<file path="src/rtl/xbf_pkg.sv">
package xbf_pkg;

  typedef enum logic [2:0] {
    BT_NONE = 3'd0,
    BT_JUMP = 3'd1,
    BT_COND = 3'd2,
    BT_IND  = 3'd3,
    BT_CALL = 3'd4,
    BT_RET  = 3'd5
  } xbf_btype_e;

  typedef enum logic [1:0] {
    END_BRANCH  = 2'd0,
    END_CALLRET = 2'd1,
    END_QUOTA   = 2'd2
  } xbf_end_e;

endpackage

</file>
<file path="src/rtl/xbf_classify.sv">
module xbf_classify
  import xbf_pkg::*;
#(
  parameter int QUOTA = 16,
  parameter int CNT_W = $clog2(QUOTA + 1)
) (
  input  logic [2:0]       btype,
  input  logic             biased,
  input  logic [CNT_W-1:0] count,
  output logic             ends,
  output logic [1:0]       reason
);

  localparam logic [CNT_W-1:0] LAST_SLOT = CNT_W'(QUOTA - 1);

  logic stop_branch;
  logic stop_callret;
  logic stop_quota;

  always_comb begin
    stop_branch  = ((btype == BT_COND) && !biased) || (btype == BT_IND);
    stop_callret = (btype == BT_CALL) || (btype == BT_RET);
    stop_quota   = (count == LAST_SLOT);
    ends         = stop_branch || stop_callret || stop_quota;
    if (stop_branch) begin
      reason = END_BRANCH;
    end else if (stop_callret) begin
      reason = END_CALLRET;
    end else begin
      reason = END_QUOTA;
    end
  end

endmodule

</file>
<file path="src/rtl/xbf_rev_store.sv">
module xbf_rev_store #(
  parameter int UOP_W = 16,
  parameter int DEPTH = 16
) (
  input  logic                   clk,
  input  logic                   rst_n,
  input  logic                   shift_en,
  input  logic                   clear_en,
  input  logic [UOP_W-1:0]       din,
  output logic [DEPTH*UOP_W-1:0] dout
);

  logic [UOP_W-1:0] slot_q [DEPTH];
  logic [UOP_W-1:0] slot_d [DEPTH];

  genvar g;
  generate
    for (g = 0; g < DEPTH; g++) begin : g_slot
      if (g == 0) begin : g_head
        always_comb begin
          slot_d[g] = slot_q[g];
          if (clear_en) begin
            slot_d[g] = '0;
          end else if (shift_en) begin
            slot_d[g] = din;
          end
        end
      end else begin : g_body
        always_comb begin
          slot_d[g] = slot_q[g];
          if (clear_en) begin
            slot_d[g] = '0;
          end else if (shift_en) begin
            slot_d[g] = slot_q[g-1];
          end
        end
      end

      always_ff @(posedge clk or negedge rst_n) begin
        if (!rst_n) begin
          slot_q[g] <= '0;
        end else if (clear_en || shift_en) begin
          slot_q[g] <= slot_d[g];
        end
      end

      assign dout[g*UOP_W +: UOP_W] = slot_q[g];
    end
  endgenerate

endmodule

</file>
<file path="src/rtl/xbf_ctrl.sv">
module xbf_ctrl #(
  parameter int ADDR_W = 32,
  parameter int CNT_W  = 5
) (
  input  logic              clk,
  input  logic              rst_n,
  input  logic              accept,
  input  logic              ends,
  input  logic [1:0]        reason_in,
  input  logic [ADDR_W-1:0] addr_in,
  input  logic              pop,
  input  logic              drop,
  output logic              pending,
  output logic [CNT_W-1:0]  count,
  output logic [ADDR_W-1:0] tag,
  output logic [1:0]        reason
);

  logic              pending_d;
  logic [CNT_W-1:0]  count_d;
  logic [ADDR_W-1:0] tag_d;
  logic [1:0]        reason_d;
  logic              upd_en;

  always_comb begin
    pending_d = pending;
    count_d   = count;
    tag_d     = tag;
    reason_d  = reason;
    if (pop) begin
      pending_d = 1'b0;
      count_d   = '0;
    end else if (drop) begin
      count_d   = '0;
    end else if (accept) begin
      count_d   = count + CNT_W'(1);
      tag_d     = addr_in;
      if (ends) begin
        pending_d = 1'b1;
        reason_d  = reason_in;
      end
    end
    upd_en = pop || drop || accept;
  end

  always_ff @(posedge clk or negedge rst_n) begin
    if (!rst_n) begin
      pending <= 1'b0;
      count   <= '0;
      tag     <= '0;
      reason  <= '0;
    end else if (upd_en) begin
      pending <= pending_d;
      count   <= count_d;
      tag     <= tag_d;
      reason  <= reason_d;
    end
  end

endmodule

</file>
<file path="src/rtl/xb_fill_unit.sv">
module xb_fill_unit #(
  parameter int UOP_W  = 16,
  parameter int ADDR_W = 32,
  parameter int QUOTA  = 16,
  parameter int CNT_W  = $clog2(QUOTA + 1)
) (
  input  logic                   clk,
  input  logic                   rst_n,
  input  logic                   flush,
  input  logic                   in_valid,
  output logic                   in_ready,
  input  logic [UOP_W-1:0]       in_uop,
  input  logic [ADDR_W-1:0]      in_addr,
  input  logic [2:0]             in_btype,
  input  logic                   in_biased,
  output logic                   blk_valid,
  input  logic                   blk_ready,
  output logic [QUOTA*UOP_W-1:0] blk_uops,
  output logic [ADDR_W-1:0]      blk_tag,
  output logic [CNT_W-1:0]       blk_len,
  output logic [1:0]             blk_reason
);

  logic             pending;
  logic             accept;
  logic             pop;
  logic             drop;
  logic             ends;
  logic [1:0]       reason_c;
  logic [CNT_W-1:0] count;

  assign in_ready  = !pending && !flush;
  assign accept    = in_valid && in_ready;
  assign pop       = pending && blk_ready;
  assign drop      = flush && !pending;
  assign blk_valid = pending;
  assign blk_len   = count;

  xbf_classify #(.QUOTA(QUOTA), .CNT_W(CNT_W)) u_classify (
    .btype  (in_btype),
    .biased (in_biased),
    .count  (count),
    .ends   (ends),
    .reason (reason_c)
  );

  xbf_ctrl #(.ADDR_W(ADDR_W), .CNT_W(CNT_W)) u_ctrl (
    .clk       (clk),
    .rst_n     (rst_n),
    .accept    (accept),
    .ends      (ends),
    .reason_in (reason_c),
    .addr_in   (in_addr),
    .pop       (pop),
    .drop      (drop),
    .pending   (pending),
    .count     (count),
    .tag       (blk_tag),
    .reason    (blk_reason)
  );

  xbf_rev_store #(.UOP_W(UOP_W), .DEPTH(QUOTA)) u_store (
    .clk      (clk),
    .rst_n    (rst_n),
    .shift_en (accept),
    .clear_en (pop || drop),
    .din      (in_uop),
    .dout     (blk_uops)
  );

endmodule

</file>
<file path="config.mk">
export PLATFORM = sky130hd
export DESIGN_NAME = xb_fill_unit
export DESIGN_NICKNAME = d
export VERILOG_FILES = /design/src/rtl/xbf_pkg.sv /design/src/rtl/xbf_classify.sv /design/src/rtl/xbf_rev_store.sv /design/src/rtl/xbf_ctrl.sv /design/src/rtl/xb_fill_unit.sv
export SDC_FILE = /design/constraint.sdc
export NUM_CORES = 1
export LEC_CHECK = 0
export BUFFER_PORTS_ARGS = -buffer_cell sky130_fd_sc_hd__buf_2
export CAP_MARGIN = 15
export CORE_ASPECT_RATIO = 1.4
export CORE_MARGIN = 2
export CORE_UTILIZATION = 45
export CTS_CLUSTER_DIAMETER = 120
export DETAILED_ROUTE_END_ITERATION = 6
export HOLD_SLACK_MARGIN = 0.1
export PLACE_DENSITY = 0.73
export SKIP_LAST_GASP = 1
export SYNTH_ARGS = -nofsm -noshare
export SYNTH_HDL_FRONTEND = slang
export SYNTH_SLANG_ARGS = --single-unit
</file>
<file path="constraint.sdc">
create_clock -name clk -period 1.5 [get_ports clk]
set_input_delay 0.3 -clock clk [delete_from_list [all_inputs] [get_ports clk]]
set_output_delay 0.3 -clock clk [all_outputs]
set_load 0.01 [all_outputs]
</file>
==> metrics.cfg, run 1 <==
[final_layout]
regArea_sq_um = 7410
multiInputGateArea_sq_um = 3020
design_area_sq_um = 15100
final_nets = 1323
fillers = 1754
drive_above_1_share_pct = 37.1
syn_to_final_growth_pct = 39.8

[critical_path]
r2r_setup_slack_ps = -170
startpoint_type = flip-flop
crit_type = flip-flop to flip-flop
cp_max_fo = 9
cp-end-kind = flip-flop
cp.arrival_ps = 2090
crit_required_ps = 1920

[clock_tree]
clk_path_buf_depth = 3
cts_htree_levels = 1
cts.reportedPaths.clkPinSlew_ps = 70
cts.sinks = 296
clk-insertion-delay-late_ps = 550
cts_buffers = 28
cts_root_buf = clkbuf_16
cts_tree = done

[yosys]
syn_area_per_cell_sq_um = 12.9
synth_area_sq_um = 10800
syn-num-nets = 899
synth_seq_area_share_pct = 68.6
yosys_warnings = 0
synth_seq_cells = 296
synthCells = 840
yosys.cell_types.count = 27

[global_routing]
grt_max_degree = 78
grt_overflow = 0
grt_pass1_vias = 8591
grt_first_pass_wirelength_um = 50300
antenna_found_initial = 1
grt_use_total_pct = 25.3

[detailed_routing]
routed_via_density = 5.54
vias = 8852
wl_per_cell_um = 20.7
wirelength_um = 33100
drt_iter0_markers = 642
firstDrtPassIters = 5
antenna_left = 0
drc = 0

[sta]
finClkSkew_ps = 18.3
rsz0062_at_grt = yes
max_freq_ghz = 0.600
hold_viol_final = 0
relSlewSlack_pct = 68.9
maxSlewViolCount = 0
setup_viol = 284
fin_ws_ps = -166
fin_crit_sh_pct = 111
post-route-min-period_ps = 1670
worstMarginPinSlew_ps = 467

[placement]
io_buffer_count = 353
post-dp-hpwl_um = 20900
place_congestion = 0.844
dpl_cell_area_sq_um = 13100

[power]
power.total_uw = 18300
powerDensity_nw_per_um2 = 1210
p_leak_uw = 0.00820
vdd_ir_drop_max_mv = 0.948

[run_status]
violations = negative setup slack
status = complete, but fails checks

[hold_path]
min_path_type = primary input to async pin

[floorplanning]
fp-row-count = 67
fp.dieH_um = 187
boundaryPins = 354
initial_utilization_pct = 45.5
fp.dieArea_sq_um = 25300
fp.dieW_um = 135
core_area_sq_um = 23700

[flow_run]
maxCapViolCount = 0

==> power by group <==
part | switching, uW | internal [uW]
clock network | 3120 | 4900
registers | 165 | 8210
logic | 1080 | 783
total | 4360 | 13900
==> worst paths after layout <==
path                       depth (start not counted)            from                end
setup / recovery                                   8  u_ctrl.pending   u_store.dout[17]
hold / removal                                     2           rst_n  u_store.dout[212]
setup reg to reg                                   8  u_ctrl.pending   u_store.dout[17]
hold reg to reg                                    2  u_ctrl.tag[25]     u_ctrl.tag[25]
max in group asynchronous                          3           rst_n   u_store.dout[18]
min in group clk                                   4       in_biased   u_ctrl.reason[1]
==> synth_stat cells <==
| library cell | n | area [sq um] |
|---|---|---|
| ha_1 | 2 | 25.0 |
| inv_1 | 5 | 18.8 |
| a211o_1 | 1 | 8.76 |
| nand4_1 | 1 | 6.26 |
| dfrtp_1 | 296 | 7410 |
| nor2b_1 | 2 | 12.5 |
| a22o_1 | 213 | 1870 |
| a21oi_1 | 47 | 235 |
| mux2_2 | 2 | 22.5 |
| a21o_1 | 1 | 7.51 |
| nor2_1 | 4 | 15.0 |
| buf_6 | 2 | 22.5 |
| a211oi_1 | 2 | 15.0 |
| clkbuf_1 | 12 | 45.0 |
| o21ai_0 | 1 | 5.00 |
| buf_4 | 17 | 128 |
| or3b_1 | 1 | 8.76 |
| xnor2_1 | 1 | 8.76 |
| or3_1 | 1 | 6.26 |
| nand2b_1 | 1 | 6.26 |
| and3_1 | 1 | 6.26 |
| o22ai_1 | 1 | 6.26 |
| o2bb2ai_1 | 1 | 8.76 |
| nor3b_1 | 1 | 7.51 |
| buf_2 | 39 | 195 |
| nand2_1 | 184 | 691 |
| nor2_4 | 1 | 11.3 |
==> layout make-up <==
cell class	count	area share (%)
multi-input combinational	469	20.0
clock buffer	35	5.15
sequential	296	49.1
clock inverter	17	1.88
tap	310	2.57
timing repair buffer	464	21.1
inverter	5	0.124
antenna	1	0.0166
==> metal layers <==
metal / part of all wire, % / vias up / wire length, um / track usage (%)
met3: 6.4 / 88 / 2110 / 4.07
met5: 0 / - / 0 / 0
met1: 40 / 4465 / 13200 / 33.6
li1: - / 3869 / - / -
met2: 50 / 430 / 16500 / 42.1
met4: 4.0 / 0 / 1330 / 9.07
==> logic make-up (layout without fill, tap and decap cells) <==
group | after synthesis | in the layout | synth area share [%]
AO/OA/AOI/OAI | 267 | 267 | 19.9
XOR/XNOR | 1 | 1 | 0.0811
adder cells (fa/ha/maj) | 2 | 2 | 0.232
buffers and inverters | 75 | 521 | 3.79
flip-flops | 296 | 296 | 68.6
multiplexers | 2 | 2 | 0.209
other | 0 | 1 | 0
AND/OR/NAND/NOR | 197 | 197 | 7.14
==> flip-flops by register name, indices dropped and copies added (netlist names) <==
name / flops
u_store.dout: 256
u_ctrl.count: 5
u_ctrl.reason: 2
u_ctrl.pending: 1
u_ctrl.tag: 32
==> critical path: stages, from the launching register on <==
cell       delay, ps
dfrtp_2          410
buf_6            130
nor3b_4          190
buf_6            140
nor2_4            40
buf_12           140
buf_12           140
clkbuf_16        160
a22o_1           170
==> per-stage QoR <==
| stage | TNS, ps | utilization, % | hold slack, ps | cells | setup WS, ps |
|---|---|---|---|---|---|
| final | -23310 | 63.6 | 165 | 1597 | -166 |
| after global routing | -41750 | 63.6 | 155 | 1597 | -215 |
| after CTS | -22420 | 62.8 | 151 | 1591 | -146 |
| after detailed placement | -19990 | 55.2 | 128 | 1478 | -150 |
| after global placement | -18200 | 55.2 | 125 | 1478 | -116 |
| after floorplan | 0 | - | 4.41 | 840 | 10.7 |
==> placed cells by master (no fill, tap or decap), types with 6 or more instances in the layout <==
cell type	synthesis	final
dlygate4sd3_1	0	50
bufinv_16	0	7
buf_12	0	19
dfrtp_1	296	295
buf_2	39	352
nand2_1	184	184
buf_4	17	25
buf_6	2	6
a22o_1	213	213
a21oi_1	47	40
clkbuf_16	0	33
a21oi_2	0	7
==> repair_timing <==
action,4_1_cts,5_1_grt
setup endpoints to repair,272,305
pin swaps,3,1
endpoints found under the hold margin,345,0
buffers inserted,7,1
resized for setup,11,20
hold buffers,50,0
gates cloned,4,5
Power figures use the tool's default switching activity.
==> inputs of run 2 (changes only) <==
- BUFFER_PORTS_ARGS: -buffer_cell sky130_fd_sc_hd__buf_2 -> -buffer_cell sky130_fd_sc_hd__buf_4
==> metrics.cfg, run 2 (synthesis gave the netlist of run 1 again) <==
[sta]
fin_ws_ps = -188
setup_viol = 270
max_freq_ghz = 0.593
finClkSkew_ps = 9.24
maxSlewViolCount = 0
worstMarginPinSlew_ps = 402
rsz0062_at_grt = yes
hold_viol_final = 0
fin_crit_sh_pct = 113
post-route-min-period_ps = 1690
relSlewSlack_pct = 73.2

[detailed_routing]
vias = 8816
drt_iter0_markers = 608
wl_per_cell_um = 20.8
drc = 0
wirelength_um = 33400
routed_via_density = 5.49
firstDrtPassIters = 4
antenna_left = 0

[critical_path]
cp_cell_sequence = buf_4 -> or3b_4 -> buf_4 -> o21ai_1 -> a21oi_2
worst_path_max_delay_cell = or3b_4
path_common_cell = buf_4
cp_max_fo = 11
cp.arrival_ps = 2100
crit_type = flip-flop to flip-flop
startpoint_type = flip-flop
cp-end-kind = flip-flop
crit_required_ps = 1920
cp_slowest_stage_delay_ps = 460

[global_routing]
grt_overflow = 0
grt_use_total_pct = 25.0
grt_max_degree = 69
grt_pass1_vias = 8446
grt_first_pass_wirelength_um = 49400
antenna_found_initial = 0

[placement]
io_buffer_count = 353
post-dp-hpwl_um = 21700
place_congestion = 0.815
preCtsSetupSlack_ps = -138
dp_cells = 1488
dpl_cell_area_sq_um = 14100

[final_layout]
largest_reg_flops = 256
layout_commonest_cell = buf_4
num_antenna_cells = 0
instances_no_fill = 1607
fin_util_pct = 67.8
final_nets = 1335
design_area_sq_um = 16100
syn_to_final_growth_pct = 49.0
fillers = 1643
final_cell_mix = 375 x buf_4, 295 x dfrtp_1, 213 x a22o_1
drive_above_1_share_pct = 37.5

[clock_tree]
cts.reportedPaths.clkPinSlew_ps = 70
clk_path_buf_depth = 3
cts_htree_levels = 1
cts_root_buf = clkbuf_16
clk-insertion-delay-late_ps = 530
cts_buffers = 28
cts_tree = done
cts.sinks = 296

[floorplanning]
fp.dieW_um = 135
boundaryPins = 354
fp-row-count = 67
core_area_sq_um = 23700
fp.dieArea_sq_um = 25300
initial_utilization_pct = 45.5
fp.dieH_um = 187

[power]
vdd_ir_drop_max_mv = 0.962
powerDensity_nw_per_um2 = 1100
p_leak_uw = 0.00830

[flow_run]
maxCapViolCount = 0

[run_status]
status = complete, but fails checks
violations = negative setup slack

[hold_path]
min_path_type = primary input to flip-flop

[run 2: cell count changes in the layout (fill, tap and decap cells not counted), moves of 3 or more]
cell / change
a21oi_1: +6
buf_6: +6
clkbuf_16: +5
a21oi_2: -6
bufinv_16: -5
buf_2: -352
buf_8: +3
buf_4: +350
[run 2: layout make-up]
| class | count | area [sq um] | share of cell area [%] |
|---|---|---|---|
| sequential | 296 | 7410 | 46.1 |
| clock inverter | 15 | 146 | 0.910 |
| tap | 310 | 388 | 2.41 |
| multi-input combinational | 469 | 3020 | 18.8 |
| inverter | 5 | 18.8 | 0.117 |
| clock buffer | 36 | 802 | 4.99 |
| timing repair buffer | 476 | 4300 | 26.7 |
[run 2: worst max-delay path: cells and delay by family (launching register included)]
kind	cells	cell delay, ps
simple gates	1	460
flops	1	450
buf+inv	2	350
compound gates	2	310
[run 2: routing by layer]
layer | share of wire [%] | global-route usage [%]
met1 | 40 | 33.6
met2 | 50 | 40.9
met3 | 6.1 | 3.63
met4 | 4.2 | 9.72
met5 | 0 | 0
[run 2: power by group]
part | internal, uW | leakage, uW | switching (uW) | total [uW]
Combinational | 1070 | 0.00377 | 1110 | 2190
Sequential | 8220 | 0.00406 | 182 | 8400
Clock | 4140 | 0.000466 | 3010 | 7150
[run 2: what timing repair did]
action	in CTS	in global routing
hold buffers	50	0
setup buffers	5	1
gates resized for setup	20	18
endpoints found under the hold margin	283	0
setup endpoints to repair	223	291
cloned	2	10
pin swaps	3	4
[run 2: worst paths after layout]
| kind | startpoint | slack (ps) | to | depth (start not counted) |
|---|---|---|---|---|
| setup / recovery | u_ctrl.pending | -190 | u_ctrl.count[2] | 5 |
| hold / removal | in_btype[1] | 210 | u_ctrl.pending | 4 |
| setup reg to reg | u_ctrl.pending | -190 | u_ctrl.count[2] | 5 |
| hold reg to reg | u_ctrl.tag[14] | 480 | u_ctrl.tag[14] | 2 |
| max in group asynchronous | rst_n | 600 | u_store.dout[28] | 3 |
| min in group asynchronous | rst_n | 230 | u_store.dout[243] | 2 |
[run 2: through the flow]
stage | power, uW | setup TNS, ps | hold WS, ps
4_1_cts | 17700 | -9510 | 190
5_1_grt | 18400 | -27200 | 218
3_5_place_dp | 10300 | -9020 | 194
2_1_floorplan | 9270 | 0 | 4.41
3_3_place_gp | 10300 | -6300 | 196
6_report | 17700 | -18200 | 207
